==> src/rtl/lsu_ea_pkg.sv <==
package lsu_ea_pkg;

  localparam int REG_W = 5;
  localparam int IMM_W = 5;

  typedef enum logic [1:0] {
    UPD_NONE,
    UPD_AFTER,
    UPD_BEFORE
  } updMode_e;

  // Strobes from decode to the datapath
  typedef struct packed {
    logic useImm;      // short form: displacement is the immediate
    logic immLow;      // immediate taken from the low field (stores)
    logic scaleEn;     // shift the index by the access size
    logic modeAfter;   // address = old base, base updated
    logic modeBefore;  // address = updated base
    logic storeOp;     // store operation
  } eaStrobes_t;

endpackage

==> src/rtl/lsu_ea_decode.sv <==
module lsu_ea_decode
  import lsu_ea_pkg::*;
(
  input  logic             formBit,
  input  logic             scaleBit,
  input  logic             updBit,
  input  logic             opHigh,
  input  logic [REG_W-1:0] midField,
  input  logic [REG_W-1:0] lowField,
  output eaStrobes_t       strobes
);

  logic             shortForm;
  logic [IMM_W-1:0] immField;
  updMode_e         mode;

  assign shortForm = formBit;
  assign immField  = opHigh ? lowField : midField;

  always_comb begin
    mode = UPD_NONE;
    if (!shortForm) begin
      if (updBit) mode = UPD_AFTER;
    end else if (updBit) begin
      if (scaleBit)             mode = UPD_BEFORE;
      else if (immField != '0)  mode = UPD_AFTER;
    end
  end

  always_comb begin
    strobes            = '0;
    strobes.useImm     = shortForm;
    strobes.immLow     = opHigh;
    strobes.scaleEn    = !shortForm && scaleBit;
    strobes.modeAfter  = (mode == UPD_AFTER);
    strobes.modeBefore = (mode == UPD_BEFORE);
    strobes.storeOp    = shortForm && opHigh;
  end

endmodule

==> src/rtl/lsu_ea_datapath.sv <==
module lsu_ea_datapath
  import lsu_ea_pkg::*;
#(
  parameter int XLEN      = 32,
  parameter int MAX_SCALE = 2,
  parameter int SIZE_W    = 2
) (
  input  logic              clk,
  input  logic              rst_n,
  input  logic              inValid,
  input  eaStrobes_t        strobes,
  input  logic [REG_W-1:0]  baseReg,
  input  logic [REG_W-1:0]  midField,
  input  logic [REG_W-1:0]  lowField,
  input  logic [SIZE_W-1:0] accSize,
  input  logic [XLEN-1:0]   baseVal,
  input  logic [XLEN-1:0]   indexVal,
  output logic              outValid,
  output logic [XLEN-1:0]   effAddr,
  output logic              wbEn,
  output logic [REG_W-1:0]  wbReg,
  output logic [XLEN-1:0]   wbValue,
  output logic              isStore,
  output logic [REG_W-1:0]  dataReg
);

  localparam int NUM_SCALE = MAX_SCALE + 1;

  logic [XLEN-1:0]   baseEff;
  logic [XLEN-1:0]   idxEff;
  logic [XLEN-1:0]   scaledCand [NUM_SCALE];
  logic [XLEN-1:0]   scaledIdx;
  logic [SIZE_W-1:0] shiftSel;
  logic [IMM_W-1:0]  immRaw;
  logic [XLEN-1:0]   immExt;
  logic [XLEN-1:0]   disp;
  logic [XLEN-1:0]   sum;
  logic [XLEN-1:0]   nextAddr;
  logic              nextWbEn;

  // register 0 always reads as zero
  assign baseEff = (baseReg  == '0) ? '0 : baseVal;
  assign idxEff  = (midField == '0) ? '0 : indexVal;

  generate
    for (genvar k = 0; k < NUM_SCALE; k++) begin : g_scale
      assign scaledCand[k] = idxEff << k;
    end
  endgenerate

  assign shiftSel = (int'(accSize) > MAX_SCALE) ? SIZE_W'(MAX_SCALE) : accSize;

  always_comb begin
    scaledIdx = idxEff;
    for (int k = 0; k < NUM_SCALE; k++) begin
      if (shiftSel == SIZE_W'(k)) scaledIdx = scaledCand[k];
    end
  end

  assign immRaw = strobes.immLow ? lowField : midField;
  assign immExt = {{(XLEN-IMM_W){immRaw[IMM_W-1]}}, immRaw};

  always_comb begin
    if (strobes.useImm)       disp = immExt;
    else if (strobes.scaleEn) disp = scaledIdx;
    else                      disp = idxEff;
  end

  assign sum      = baseEff + disp;
  assign nextAddr = strobes.modeAfter ? baseEff : sum;
  assign nextWbEn = (strobes.modeAfter || strobes.modeBefore) && (baseReg != '0);

  always_ff @(posedge clk or negedge rst_n) begin
    if (!rst_n) begin
      outValid <= 1'b0;
      effAddr  <= '0;
      wbEn     <= 1'b0;
      wbReg    <= '0;
      wbValue  <= '0;
      isStore  <= 1'b0;
      dataReg  <= '0;
    end else begin
      outValid <= inValid;
      if (inValid) begin
        effAddr <= nextAddr;
        wbEn    <= nextWbEn;
        wbReg   <= baseReg;
        wbValue <= sum;
        isStore <= strobes.storeOp;
        dataReg <= strobes.storeOp ? midField : lowField;
      end
    end
  end


  vld_track_chk: assert property (@(posedge clk) disable iff (!rst_n)
    inValid |=> outValid);


  vld_idle_chk: assert property (@(posedge clk) disable iff (!rst_n)
    !inValid |=> !outValid);


  wb_zero_reg_chk: assert property (@(posedge clk) disable iff (!rst_n)
    wbEn |-> (wbReg != '0));


  after_addr_chk: assert property (@(posedge clk) disable iff (!rst_n)
    (inValid && strobes.modeAfter) |=> (effAddr == $past(baseEff)));


  before_wb_chk: assert property (@(posedge clk) disable iff (!rst_n)
    (inValid && strobes.modeBefore && baseReg != '0) |=> (wbEn && wbValue == effAddr));


  no_upd_chk: assert property (@(posedge clk) disable iff (!rst_n)
    (inValid && !strobes.modeAfter && !strobes.modeBefore) |=> !wbEn);


  mode_excl_chk: assert property (@(posedge clk) disable iff (!rst_n)
    $onehot0({strobes.modeAfter, strobes.modeBefore}));

endmodule

==> src/rtl/lsu_ea_gen.sv <==
module lsu_ea_gen
  import lsu_ea_pkg::*;
#(
  parameter int XLEN      = 32,
  parameter int MAX_SCALE = 2,
  parameter int SIZE_W    = 2
) (
  input  logic              clk,
  input  logic              rst_n,
  input  logic              inValid,
  input  logic [31:0]       instr,
  input  logic [XLEN-1:0]   baseVal,
  input  logic [XLEN-1:0]   indexVal,
  input  logic [SIZE_W-1:0] accSize,
  output logic              outValid,
  output logic [XLEN-1:0]   effAddr,
  output logic              wbEn,
  output logic [REG_W-1:0]  wbReg,
  output logic [XLEN-1:0]   wbValue,
  output logic              isStore,
  output logic [REG_W-1:0]  dataReg
);

  eaStrobes_t       strobes;
  logic [REG_W-1:0] baseReg;
  logic [REG_W-1:0] midField;
  logic [REG_W-1:0] lowField;
  logic             unusedInstrBits;

  assign baseReg  = instr[25:21];
  assign midField = instr[20:16];
  assign lowField = instr[4:0];
  assign unusedInstrBits = ^{instr[31:26], instr[15:14], instr[11:10], instr[8:6]};

  lsu_ea_decode u_decode (
    .formBit  (instr[12]),
    .scaleBit (instr[13]),
    .updBit   (instr[5]),
    .opHigh   (instr[9]),
    .midField (midField),
    .lowField (lowField),
    .strobes  (strobes)
  );

  lsu_ea_datapath #(
    .XLEN      (XLEN),
    .MAX_SCALE (MAX_SCALE),
    .SIZE_W    (SIZE_W)
  ) u_datapath (
    .clk      (clk),
    .rst_n    (rst_n),
    .inValid  (inValid),
    .strobes  (strobes),
    .baseReg  (baseReg),
    .midField (midField),
    .lowField (lowField),
    .accSize  (accSize),
    .baseVal  (baseVal),
    .indexVal (indexVal),
    .outValid (outValid),
    .effAddr  (effAddr),
    .wbEn     (wbEn),
    .wbReg    (wbReg),
    .wbValue  (wbValue),
    .isStore  (isStore),
    .dataReg  (dataReg)
  );

endmodule

==> config.mk <==
export PLATFORM = sky130hd
export DESIGN_NAME = lsu_ea_gen
export DESIGN_NICKNAME = d
export VERILOG_FILES = /design/src/rtl/lsu_ea_pkg.sv /design/src/rtl/lsu_ea_decode.sv /design/src/rtl/lsu_ea_datapath.sv /design/src/rtl/lsu_ea_gen.sv
export SDC_FILE = /design/constraint.sdc
export NUM_CORES = 1
export LEC_CHECK = 0
export BUFFER_PORTS_ARGS = -buffer_cell sky130_fd_sc_hd__buf_4
export CAP_MARGIN = 20
export CELL_PAD_IN_SITES_DETAIL_PLACEMENT = 1
export CELL_PAD_IN_SITES_GLOBAL_PLACEMENT = 1
export CORE_MARGIN = 3
export CORE_UTILIZATION = 41
export DETAILED_ROUTE_END_ITERATION = 8
export PLACE_DENSITY_LB_ADDON = 0.1
export SYNTH_ARGS = -nofsm -noshare
export SYNTH_HDL_FRONTEND = slang
export SYNTH_SLANG_ARGS = --single-unit
export TNS_END_PERCENT = 50
==> constraint.sdc <==
create_clock -name clk -period 1.75 [get_ports clk]
set_input_delay 0.0875 -clock clk [delete_from_list [all_inputs] [get_ports clk]]
set_output_delay 0.0875 -clock clk [all_outputs]
set_load 0.02 [all_outputs]
==> impl_metrics.py, run 1 <==
metrics = {
    "die": {
        "die_w_um": 127,
        "start_util": 0.427,
        "num_rows": 43,
        "die_y_um": 127,
        "ioPinCount": 178,
    },
    "yosys": {
        "synth_edf_count": 0,
        "synth_fp_nets": 873,
        "async_flop_share": 1.00,
        "ys_warn_count": 0,
        "synth-seq-area-share": 0.320,
        "syn_avg_cell_area_um2": 8.15,
        "synth_area_um2": 6020,
        "ys_ff_latch": 77,
        "ys.flop_type": "dfrtp_1",
        "synthCells": 739,
        "ys_types": 62,
    },
    "clock_tree": {
        "clkSinkCount": 77,
        "cts_inserted_buffers": 9,
        "clockBufferDepth": 2,
        "cts_resized": 188,
        "postCtsHoldBufs": 6,
        "post-cts-setup-buffer-count": 53,
        "root_buffer": "clkbuf_16",
        "htreeDepth": 3,
    },
    "outcome": {
        "status": "stopped before the end",
        "stop_stage": "clock tree synthesis (4_1_cts)",
        "error": "[ERROR DPL-0033] detailed placement checks failed during check placement.",
    },
    "placed_design": {
        "port_buffers": 164,
        "dpl_cell_area_um2": 8800,
        "place_congestion": 0.938,
        "dp_hpwl_um": 20500,
    },
}
==> cell usage after synthesis (2+ instances only) <==
library cell | number | share of area
a21o_1 | 15 | 0.019
inv_1 | 10 | 0.0062
nor3_1 | 6 | 0.0050
and4_1 | 2 | 0.0029
and2_1 | 33 | 0.034
nor2b_1 | 2 | 0.0021
dfrtp_1 | 77 | 0.32
ha_1 | 32 | 0.066
o21ai_0 | 57 | 0.047
o211ai_1 | 5 | 0.0062
nand4_1 | 2 | 0.0021
o21ai_2 | 2 | 0.0029
nand2b_1 | 10 | 0.010
o22ai_1 | 2 | 0.0021
o31ai_1 | 4 | 0.0050
xor2_1 | 17 | 0.025
a31oi_1 | 3 | 0.0031
o21a_1 | 8 | 0.010
mux2_2 | 24 | 0.045
nand2_1 | 55 | 0.034
o311a_1 | 2 | 0.0033
a211o_1 | 2 | 0.0029
nand3_1 | 6 | 0.0050
a22oi_1 | 14 | 0.017
a221o_1 | 2 | 0.0033
nor2_1 | 107 | 0.067
xnor2_1 | 9 | 0.013
a21oi_1 | 100 | 0.083
mux2i_1 | 28 | 0.047
buf_1 | 7 | 0.0044
a211oi_1 | 19 | 0.024
and3_1 | 3 | 0.0031
clkbuf_1 | 37 | 0.023
or3_1 | 3 | 0.0031
o21bai_1 | 7 | 0.0087
==> logic make-up after synthesis <==
group	Yosys count	synth area share
compound gates	256	0.261
simple gates	237	0.180
flops	77	0.320
buf+inv	57	0.0376
mux	52	0.0914
fa+ha+maj	33	0.0698
xor+xnor	27	0.0405
==> metrics by stage <==
| step | instances | setup TNS, ps | setup slack, ps |
|---|---|---|---|
| 3_5_place_dp | 1220 | -84170 | -1830 |
| 2_1_floorplan | 739 | -51670 | -1260 |
| 3_3_place_gp | 1220 | -75780 | -1580 |
==> run 2, diff against run 1 <==
CELL_PAD_IN_SITES_DETAIL_PLACEMENT = unset   (was 1)
CELL_PAD_IN_SITES_GLOBAL_PLACEMENT = unset   (was 1)
CORE_UTILIZATION = 40   (was 41)
PLACE_DENSITY_LB_ADDON = 0.15   (was 0.1)
==> run 2 against run 1 <==
  * The flow now finishes, with violations (setup timing)
  * Synthesized cell count stayed put
  * Synthesized area stayed put
==> impl_metrics.py, run 2 <==
metrics = {
    "global_route": {
        "grt.overflow.total": 0,
        "grt_max_degree": 78,
        "grt_pass1_wl_um": 35800,
        "antenna_found_initial": 0,
        "grt_usage": 0.273,
        "grt_pass1_vias": 6858,
    },
    "outcome": {
        "violations": "setup timing",
        "status": "complete, but fails checks",
    },
    "cells_and_area": {
        "final_cell_mix": "buf_4 (337), nor2_1 (100), dfrtp_1 (77), a21oi_1 (73), nand2_1 (47)",
        "drive_gt1_frac": 0.514,
        "largest_registers": "u_datapath.effAddr (32), u_datapath.wbValue (32)",
        "area.growth.synth_to_final_pct": 73.0,
        "antenna_cells": 0,
        "fin_nets": 1210,
        "final_common_cell": "buf_4",
    },
    "detailed_routing": {
        "routedWlPerCell_um": 19.2,
        "drt-pass1-iter-count": 6,
        "ant_nets": 0,
        "wl_um": 24300,
        "drt-initial-drc-count": 485,
        "avgViaCountPerCell": 5.57,
        "num_vias": 7040,
        "drc": 0,
    },
    "critical_path": {
        "crit_type": "input port to register",
        "start_kind": "input port",
        "crit_chain": "buf_4 -> nor2_1 -> nand2_4 -> and2_4 -> buf_12 -> a211oi_4 -> nor2_1 -> ha_1 -> a21oi_1 -> o21ai_2 -> nor2_2 -> o2111ai_4 -> o211ai_4 -> inv_1 -> a221oi_2 -> xnor2_1 -> mux2_2",
        "path_common_cell": "nor2_1",
        "crit_arrival_ps": 3170,
        "cp_max_fo": 10,
        "critPathRequiredTime_ps": 1990,
        "cpLargestDelayFamily": "compound AO/OA/AOI/OAI gates",
        "endpoint_kind": "register",
        "crit_path_max_incr_delay_ps": 390,
        "slowest_stage": "ha_1",
        "worstPathBufferInverterCount": 3,
    },
    "power": {
        "max-vdd-ir-drop_v": 0.000591,
        "total_power_mw": 9.81,
        "powerDensity_nw_per_um2": 942,
        "power.leakage_nw": 4.86,
    },
    "flow_run": {
        "maxCapViolCount": 0,
    },
    "die": {
        "num_rows": 44,
        "die_y_um": 129,
        "ioPinCount": 178,
        "die_w_um": 129,
        "core_um2": 14600,
        "start_util": 0.411,
        "die-area_um2": 16600,
    },
    "sta": {
        "finalHoldViolCount": 0,
        "tightest_slew_ps": 538,
        "maxSlewHeadroom": 0.641,
        "period_share": 1.67,
        "grt_setup_unrepaired": "true",
        "setup_ws_ps": -1180,
        "fin_crit_ps": 2930,
        "slew_viol_final": 0,
        "max_freq_ghz": 0.341,
        "finClkSkew_ps": 0,
        "setup_violations": 59,
        "fin_hold_ws_ps": 30.2,
    },
    "yosys": {
        "syn_avg_cell_area_um2": 8.15,
        "yosysTopAreaCell": "dfrtp_1",
        "synth_area_um2": 6020,
        "synth_fp_nets": 873,
        "synth_top_area_frac": 0.320,
        "ys_top_cells_by_count": "nor2_1 (107), a21oi_1 (100), dfrtp_1 (77), o21ai_0 (57), nand2_1 (55)",
        "ys.flop_type": "dfrtp_1",
        "synth-seq-area-share": 0.320,
        "synthCells": 739,
        "yosysMostFrequentCell": "nor2_1",
        "synth_edf_count": 0,
        "ys_ff_latch": 77,
        "ys_top_cells_by_area": "dfrtp_1 (32%), a21oi_1 (8.3%), nor2_1 (6.7%), ha_1 (6.6%), o21ai_0 (4.7%)",
        "ys_warn_count": 0,
        "ys_types": 62,
        "async_flop_share": 1.00,
    },
    "clock_tree": {
        "cts_tree": "done",
        "clkLatencyLatePin_ps": 350,
        "clockBufferDepth": 2,
        "htreeDepth": 3,
        "clk_pin_slew_ps": 60,
        "clkSinkCount": 77,
        "cts_inserted_buffers": 9,
        "root_buffer": "clkbuf_16",
    },
    "placed_design": {
        "place_ws_ps": -1640,
        "port_buffers": 164,
        "place_congestion": 0.963,
        "dp_hpwl_um": 16700,
    },
    "min_path": {
        "hold_class": "input port to register",
    },
}
run 2: cell counts after synthesis:
Identical to the previous run, type by type.
run 2: final timing paths:
check	from	endpoint	slack, ps	depth (start not counted)
max	instr[19]	u_datapath.wbValue[29]$_DFFE_PN0P_	-1180	17
min	inValid	u_datapath.wbValue[21]$_DFFE_PN0P_	30	2
max reg2reg	u_datapath.effAddr[28]$_DFFE_PN0P_	u_datapath.effAddr[28]$_DFFE_PN0P_	910	1
min reg2reg	u_datapath.wbValue[13]$_DFFE_PN0P_	u_datapath.wbValue[13]$_DFFE_PN0P_	490	2
max in group asynchronous	rst_n	u_datapath.wbValue[27]$_DFFE_PN0P_	1070	3
min in group asynchronous	rst_n	u_datapath.effAddr[21]$_DFFE_PN0P_	270	3
run 2: stage by stage:
step,area (um^2),utilization,cells,setup TNS (ps)
3_5_place_dp,8660,0.591,1202,-76060
5_1_grt,10400,0.711,1265,-54400
6_report,10400,0.711,1265,-48170
2_1_floorplan,6150,-,739,-51670
3_3_place_gp,8660,0.591,1202,-73840
4_1_cts,9760,0.667,1240,-41370
run 2: report_power, final:
part           switching (mW)  internal [mW]  leakage (nW)
Sequential              0.261           2.19         0.899
Clock                   0.853           1.40         0.170
Combinational            2.58           2.52          3.79
run 2: repair_timing:
| action | in CTS | in global routing |
|---|---|---|
| endpoints found under the setup margin | 62 | 62 |
| hold buffers | 6 | 0 |
| gates resized for setup | 120 | 104 |
| endpoints found under the hold margin | 82 | 0 |
| pin swaps | 48 | 70 |
| cloned | 2 | 1 |
| buffers inserted | 18 | 26 |
run 2: kinds of logic (layout without fill, tap and decap cells):
group,count (synthesis),count (layout),synth area share
multiplexers,52,52,0.0914
buffers and inverters,57,399,0.0376
AO/OA/AOI/OAI,256,256,0.261
flip-flops,77,77,0.320
adder cells (fa/ha/maj),33,33,0.0698
AND/OR/NAND/NOR,237,237,0.180
XOR/XNOR,27,27,0.0405
run 2: metal layers:
layer / track usage / routed length [um] / vias to the layer above
met5: 0 / 0 / -
met4: 0.0988 / 677 / 0
met3: 0.0361 / 1380 / 45
met2: 0.470 / 12000 / 252
met1: 0.351 / 10200 / 3418
li1: - / - / 3325
run 2: final cells by class:
type / instances / area [um^2]
clock buffers: 9 / 225
clock inverters: 7 / 121
fillers: 1129 / 4230
inverters: 10 / 37.5
multi-input cells: 605 / 4830
flip-flops and latches: 77 / 1930
well taps: 184 / 230
repair buffers: 373 / 3050
Note: power is estimated with default switching activity, not from simulation.
==> run 3, diff against run 2 <==
CORE_UTILIZATION = 49   (was 40)
==> run 3 against run 2 <==
  * The run still ends with setup timing left
  * Die area fell by 18%
  * Routed wire length rose by 18%
  * Global-route usage rose by 7.9 points
  * First-iteration DRC count rose by 44%
  * Combinational power rose by 8.8%
  * Critical path depth fell by 1
  * Register-to-register slack got worse by 100 ps
  * Largest cell class unchanged
  * Highest routed layer is now met5
==> impl_metrics.py, run 3 (synthesis gave the netlist of run 2 again) <==
metrics = {
    "die": {
        "die_y_um": 117,
        "num_rows": 39,
        "die_w_um": 117,
        "die-area_um2": 13700,
        "start_util": 0.514,
        "ioPinCount": 178,
        "core_um2": 11700,
    },
    "power": {
        "swShare": 0.407,
        "powerDensity_nw_per_um2": 953,
        "max-vdd-ir-drop_v": 0.000812,
        "combPwrFrac": 0.552,
        "internal-power_mw": 5.97,
        "pwr-share-seq": 0.246,
        "p_sw_mw": 4.09,
        "total_power_mw": 10.1,
        "pwr-share-clk": 0.202,
        "power.leakage_nw": 4.95,
    },
    "cells_and_area": {
        "fin_nets": 1231,
        "area.growth.synth_to_final_pct": 75.3,
        "final_cell_mix": "buf_4 (351), nor2_1 (101), dfrtp_1 (77), a21oi_1 (67), nand2_1 (49)",
        "largest_registers": "u_datapath.effAddr (32), u_datapath.wbValue (32)",
        "final_common_cell": "buf_4",
        "final_area_um2": 10600,
        "multi_input_area_um2": 4930,
        "drive_gt1_frac": 0.528,
        "antenna_cells": 0,
        "fin_util": 0.901,
        "ff_latch_area_um2": 1930,
        "nFillCells": 497,
        "fin_cells": 1245,
    },
    "placed_design": {
        "placed_cells": 1177,
        "dp_hpwl_um": 16800,
        "place_ws_ps": -1660,
        "place_congestion": 0.983,
        "port_buffers": 164,
        "dpl_cell_area_um2": 8690,
    },
    "sta": {
        "setup_ws_ps": -1320,
        "finClkSkew_ps": 0,
        "period_share": 1.75,
        "maxSlewHeadroom": 0.620,
        "fin_crit_ps": 3070,
        "finalHoldViolCount": 0,
        "setup_tns_ps": -57950,
        "max_freq_ghz": 0.326,
        "tightest_slew_ps": 570,
        "slew_viol_final": 0,
        "fin_hold_ws_ps": 64.4,
        "grt_setup_unrepaired": "true",
        "setup_violations": 60,
    },
    "critical_path": {
        "endpoint_kind": "register",
        "critPathRequiredTime_ps": 1990,
        "crit_arrival_ps": 3310,
        "slowest_stage": "a221o_1",
        "path_common_cell": "buf_6",
        "crit_chain": "buf_8 -> nor3_4 -> nand2_2 -> buf_6 -> nand2b_4 -> buf_6 -> o21ai_1 -> ha_1 -> a21oi_1 -> o21ai_1 -> a221o_1 -> buf_6 -> a211oi_4 -> o21bai_2 -> xor2_1 -> mux2_2",
        "crit_path_max_incr_delay_ps": 470,
        "cp_max_fo": 5,
        "critPathLaunch": "instr[17]",
        "crit_type": "input port to register",
        "start_kind": "input port",
        "worst-r2r-cell-count": 2,
        "r2r_start": "u_datapath.effAddr[14]$_DFFE_PN0P_",
    },
    "clock_tree": {
        "clockBufferDepth": 2,
        "clkLatencyLatePin_ps": 350,
        "clk_pin_slew_ps": 70,
        "cts_inserted_buffers": 9,
        "htreeDepth": 3,
        "root_buffer": "clkbuf_16",
        "clkSinkCount": 77,
        "cts_tree": "done",
    },
    "detailed_routing": {
        "wl_um": 28600,
        "num_vias": 7838,
        "avgViaCountPerCell": 6.30,
        "ant_nets": 0,
        "drt-initial-drc-count": 698,
        "drt-pass1-iter-count": 6,
        "routedWlPerCell_um": 23.0,
        "drc": 0,
    },
    "outcome": {
        "status": "complete, but fails checks",
        "violations": "setup timing",
    },
    "global_route": {
        "grt_pass1_vias": 7637,
        "grt_usage": 0.352,
        "grt_pass1_wl_um": 37700,
        "antenna_found_initial": 0,
        "grt.overflow.total": 0,
        "grt_max_degree": 51,
    },
    "min_path": {
        "hold_class": "input port to register",
        "holdPathStages": 3,
        "min_from": "instr[16]",
    },
    "flow_run": {
        "maxCapViolCount": 0,
    },
}
-- run 3: cell types whose count changed in the layout (fill, tap and decap cells not counted), sizes merged --
| cell | change |
|---|---|
| inv | +2 |
| buf | +22 |
| bufinv | -2 |
| clkinvlp | +1 |
| clkinv | -1 |
| clkbuf | -1 |
-- run 3: critical path: cells and delay by family --
kind / cells / cell delay (ps)
AOI/OAI and AO/OA: 6 / 1410
xor gates and xnor gates: 1 / 180
adders and majority gates: 1 / 380
buffers and inverters: 4 / 530
muxes: 1 / 300
and+or+nand+nor: 3 / 410
-- run 3: final cells by class --
| cell class | count | share of cell area |
|---|---|---|
| multi-input cells | 605 | 0.467 |
| repair buffers | 394 | 0.301 |
| flip-flops and latches | 77 | 0.183 |
| clock buffers | 9 | 0.0213 |
| well taps | 143 | 0.0170 |
| clock inverters | 7 | 0.00759 |
| inverters | 10 | 0.00356 |
-- run 3: metal layers --
layer / vias up / routed length [um] / track usage
met5: - / 46 / 0.0259
met1: 3719 / 9900 / 0.400
met2: 547 / 13700 / 0.595
li1: 3362 / - / -
met4: 2 / 2480 / 0.228
met3: 208 / 2450 / 0.0746
-- run 3: power groups by stage --
stage	clock network, mW	registers [mW]	logic [mW]
detailed placement	0	2.46	4.18
global route	2.09	2.51	5.82
floorplan	0	2.95	1.66
global placement	0	2.44	4.09
finish	2.03	2.47	5.55
CTS	2.02	2.44	4.76
-- run 3: what timing repair did --
item / 4_1_cts / 5_1_grt
buffers inserted: 26 / 25
cloned: 2 / 0
endpoints found under the setup margin: 63 / 63
hold buffers: 6 / 0
hold endpoints to repair: 36 / 0
resized for setup: 164 / 96
pin swaps: 86 / 68
-- run 3: worst paths after layout --
check | to | slack [ps]
min | u_datapath.dataReg[0]$_DFFE_PN0P_ | 60
max | u_datapath.wbValue[30]$_DFFE_PN0P_ | -1320
min in group asynchronous | u_datapath.wbValue[17]$_DFFE_PN0P_ | 230
max in group asynchronous | u_datapath.wbValue[20]$_DFFE_PN0P_ | 920
min reg2reg | u_datapath.effAddr[23]$_DFFE_PN0P_ | 490
max reg2reg | u_datapath.effAddr[14]$_DFFE_PN0P_ | 810
==> run 4, diff against run 3 <==
==> constraint.sdc (replaced) <==
create_clock -name clk -period 1.75 [get_ports clk]
set_input_delay 0.2625 -clock clk [delete_from_list [all_inputs] [get_ports clk]]
set_output_delay 0.2625 -clock clk [all_outputs]
set_load 0.02 [all_outputs]
==> run 4 against run 3 <==
  * The flow still finishes with violations (setup timing)
  * Cell area shrank 3.7%
  * Hold slack improved by 99 ps
  * Sequential cell count unchanged
  * Critical path depth is 1 higher
  * Routed wire length shrank 15%
==> impl_metrics.py, run 4 (synthesis gave the netlist of run 2 again) <==
metrics = {
    "outcome": {
        "status": "complete, but fails checks",
        "violations": "setup timing",
    },
    "cells_and_area": {
        "ff_latch_area_um2": 1930,
        "area.growth.synth_to_final_pct": 68.8,
        "multi_input_area_um2": 4680,
        "drive_gt1_frac": 0.503,
        "final_cell_mix": "buf_4 (349), nor2_1 (102), dfrtp_1 (77), a21oi_1 (69), nand2_1 (48)",
        "final_common_cell": "buf_4",
        "nFillCells": 600,
        "fin_nets": 1217,
        "final_area_um2": 10200,
        "largest_registers": "u_datapath.effAddr (32), u_datapath.wbValue (32)",
        "antenna_cells": 0,
    },
    "clock_tree": {
        "cts_tree": "done",
        "clkLatencyLatePin_ps": 340,
        "clockBufferDepth": 2,
        "clk_pin_slew_ps": 70,
        "cts_inserted_buffers": 9,
        "htreeDepth": 3,
        "root_buffer": "clkbuf_16",
        "clkSinkCount": 77,
    },
    "power": {
        "total_power_mw": 9.37,
        "powerDensity_nw_per_um2": 922,
        "max-vdd-ir-drop_v": 0.000857,
        "power.leakage_nw": 4.82,
    },
    "die": {
        "die_y_um": 117,
        "num_rows": 39,
        "die-area_um2": 13700,
        "die_w_um": 117,
        "core_um2": 11700,
        "ioPinCount": 178,
        "start_util": 0.514,
    },
    "global_route": {
        "grt_usage": 0.332,
        "grt_max_degree": 51,
        "grt_pass1_wl_um": 35400,
        "antenna_found_initial": 0,
        "grt.overflow.total": 0,
        "grt_pass1_vias": 7209,
    },
    "detailed_routing": {
        "num_vias": 7264,
        "drc": 0,
        "drt-initial-drc-count": 534,
        "avgViaCountPerCell": 5.91,
        "routedWlPerCell_um": 19.9,
        "drt-pass1-iter-count": 5,
        "wl_um": 24400,
        "ant_nets": 0,
    },
    "critical_path": {
        "crit_chain": "buf_12 -> o21ai_4 -> buf_12 -> buf_4 -> nor2_1 -> a21oi_2 -> o21ai_2 -> ha_1 -> buf_4 -> a2111oi_4 -> a211oi_2 -> o211a_1 -> a32o_2 -> a211oi_4 -> o21bai_1 -> xor2_1 -> mux2_2",
        "worstPathBufferInverterCount": 4,
        "critPathRequiredTime_ps": 1990,
        "slowest_stage": "ha_1",
        "crit_type": "input port to register",
        "start_kind": "input port",
        "endpoint_kind": "register",
        "path_depth": 17,
        "cpLargestDelayFamily": "compound AO/OA/AOI/OAI gates",
        "crit_path_max_incr_delay_ps": 320,
        "worst-r2r-cell-count": 1,
        "cp_max_fo": 8,
        "crit_arrival_ps": 3400,
    },
    "min_path": {
        "hold_class": "input port to register",
        "holdPathStages": 2,
    },
    "sta": {
        "grt_setup_unrepaired": "true",
        "period_share": 1.81,
        "finalHoldViolCount": 0,
        "fin_crit_ps": 3170,
        "setup_ws_ps": -1420,
        "slew_viol_final": 0,
        "max_freq_ghz": 0.316,
        "fin_hold_ws_ps": 164,
        "finClkSkew_ps": 0,
        "maxSlewHeadroom": 0.702,
        "setup_violations": 63,
        "tightest_slew_ps": 447,
    },
    "placed_design": {
        "port_buffers": 164,
        "place_congestion": 0.987,
        "place_ws_ps": -1890,
        "dp_hpwl_um": 16600,
        "dpl_cell_area_um2": 8710,
    },
    "flow_run": {
        "maxCapViolCount": 0,
    },
}
run 4: cell types whose count changed in the layout (fill, tap and decap cells not counted), moves of 3 or more:
cell / delta
a211oi_1: +3
mux2_2: +3
buf_8: -5
ha_4: -5
buf_6: -7
o21ai_1: +9
a211oi_4: -3
o21ai_4: -3
ha_1: +5
dlygate4sd3_1: -5
o21ai_2: -11
o21ai_0: +5
mux2_4: -3
run 4: final timing paths:
path	end	from	slack, ps
worst max-delay path	u_datapath.wbValue[26]$_DFFE_PN0P_	accSize[1]	-1420
worst min-delay path	u_datapath.wbReg[2]$_DFFE_PN0P_	instr[23]	160
worst max register to register	u_datapath.effAddr[28]$_DFFE_PN0P_	u_datapath.effAddr[28]$_DFFE_PN0P_	890
worst min register to register	u_datapath.effAddr[10]$_DFFE_PN0P_	u_datapath.effAddr[10]$_DFFE_PN0P_	490
max in group asynchronous	u_datapath.wbValue[0]$_DFFE_PN0P_	rst_n	740
min in group asynchronous	u_datapath.wbValue[19]$_DFFE_PN0P_	rst_n	410
run 4: repair_timing:
item	4_1_cts	5_1_grt
endpoints found under the hold margin	31	0
hold buffers	1	0
pin swaps	64	63
setup buffers	24	15
gates resized for setup	115	81
cloned	4	0
endpoints found under the setup margin	63	63
run 4: layout make-up:
cell class,instances,area share
clock buffer,10,0.0235
clock inverter,5,0.00345
inverter,10,0.00369
multi-input combinational,605,0.461
sequential,77,0.190
tap,143,0.0176
timing repair buffer,380,0.301
run 4: where the power goes:
part	total [mW]	leakage, nW	switching (mW)	internal (mW)
clock network	1.81	0.135	0.815	0.998
logic	5.11	3.78	2.61	2.50
registers	2.45	0.899	0.259	2.20
total	9.37	4.82	3.68	5.69
run 4: per-stage QoR:
| stage | util | TNS [ps] | std cells |
|---|---|---|---|
| after global placement | 0.744 | -85170 | 1177 |
| after floorplan | - | -62770 | 739 |
| after global routing | 0.868 | -68140 | 1230 |
| after detailed placement | 0.744 | -91590 | 1177 |
| after CTS | 0.829 | -54130 | 1217 |
| final | 0.868 | -62780 | 1230 |
run 4: routing by layer:
layer  up-vias  wire, um  track usage  part of all wire
met1      3471      9220        0.381              0.38
met2       345     12300        0.582              0.50
li1       3339         -            -                 -
met3       109      1570       0.0571             0.064
met5         -         0            0                 0
met4         0      1370        0.191             0.056
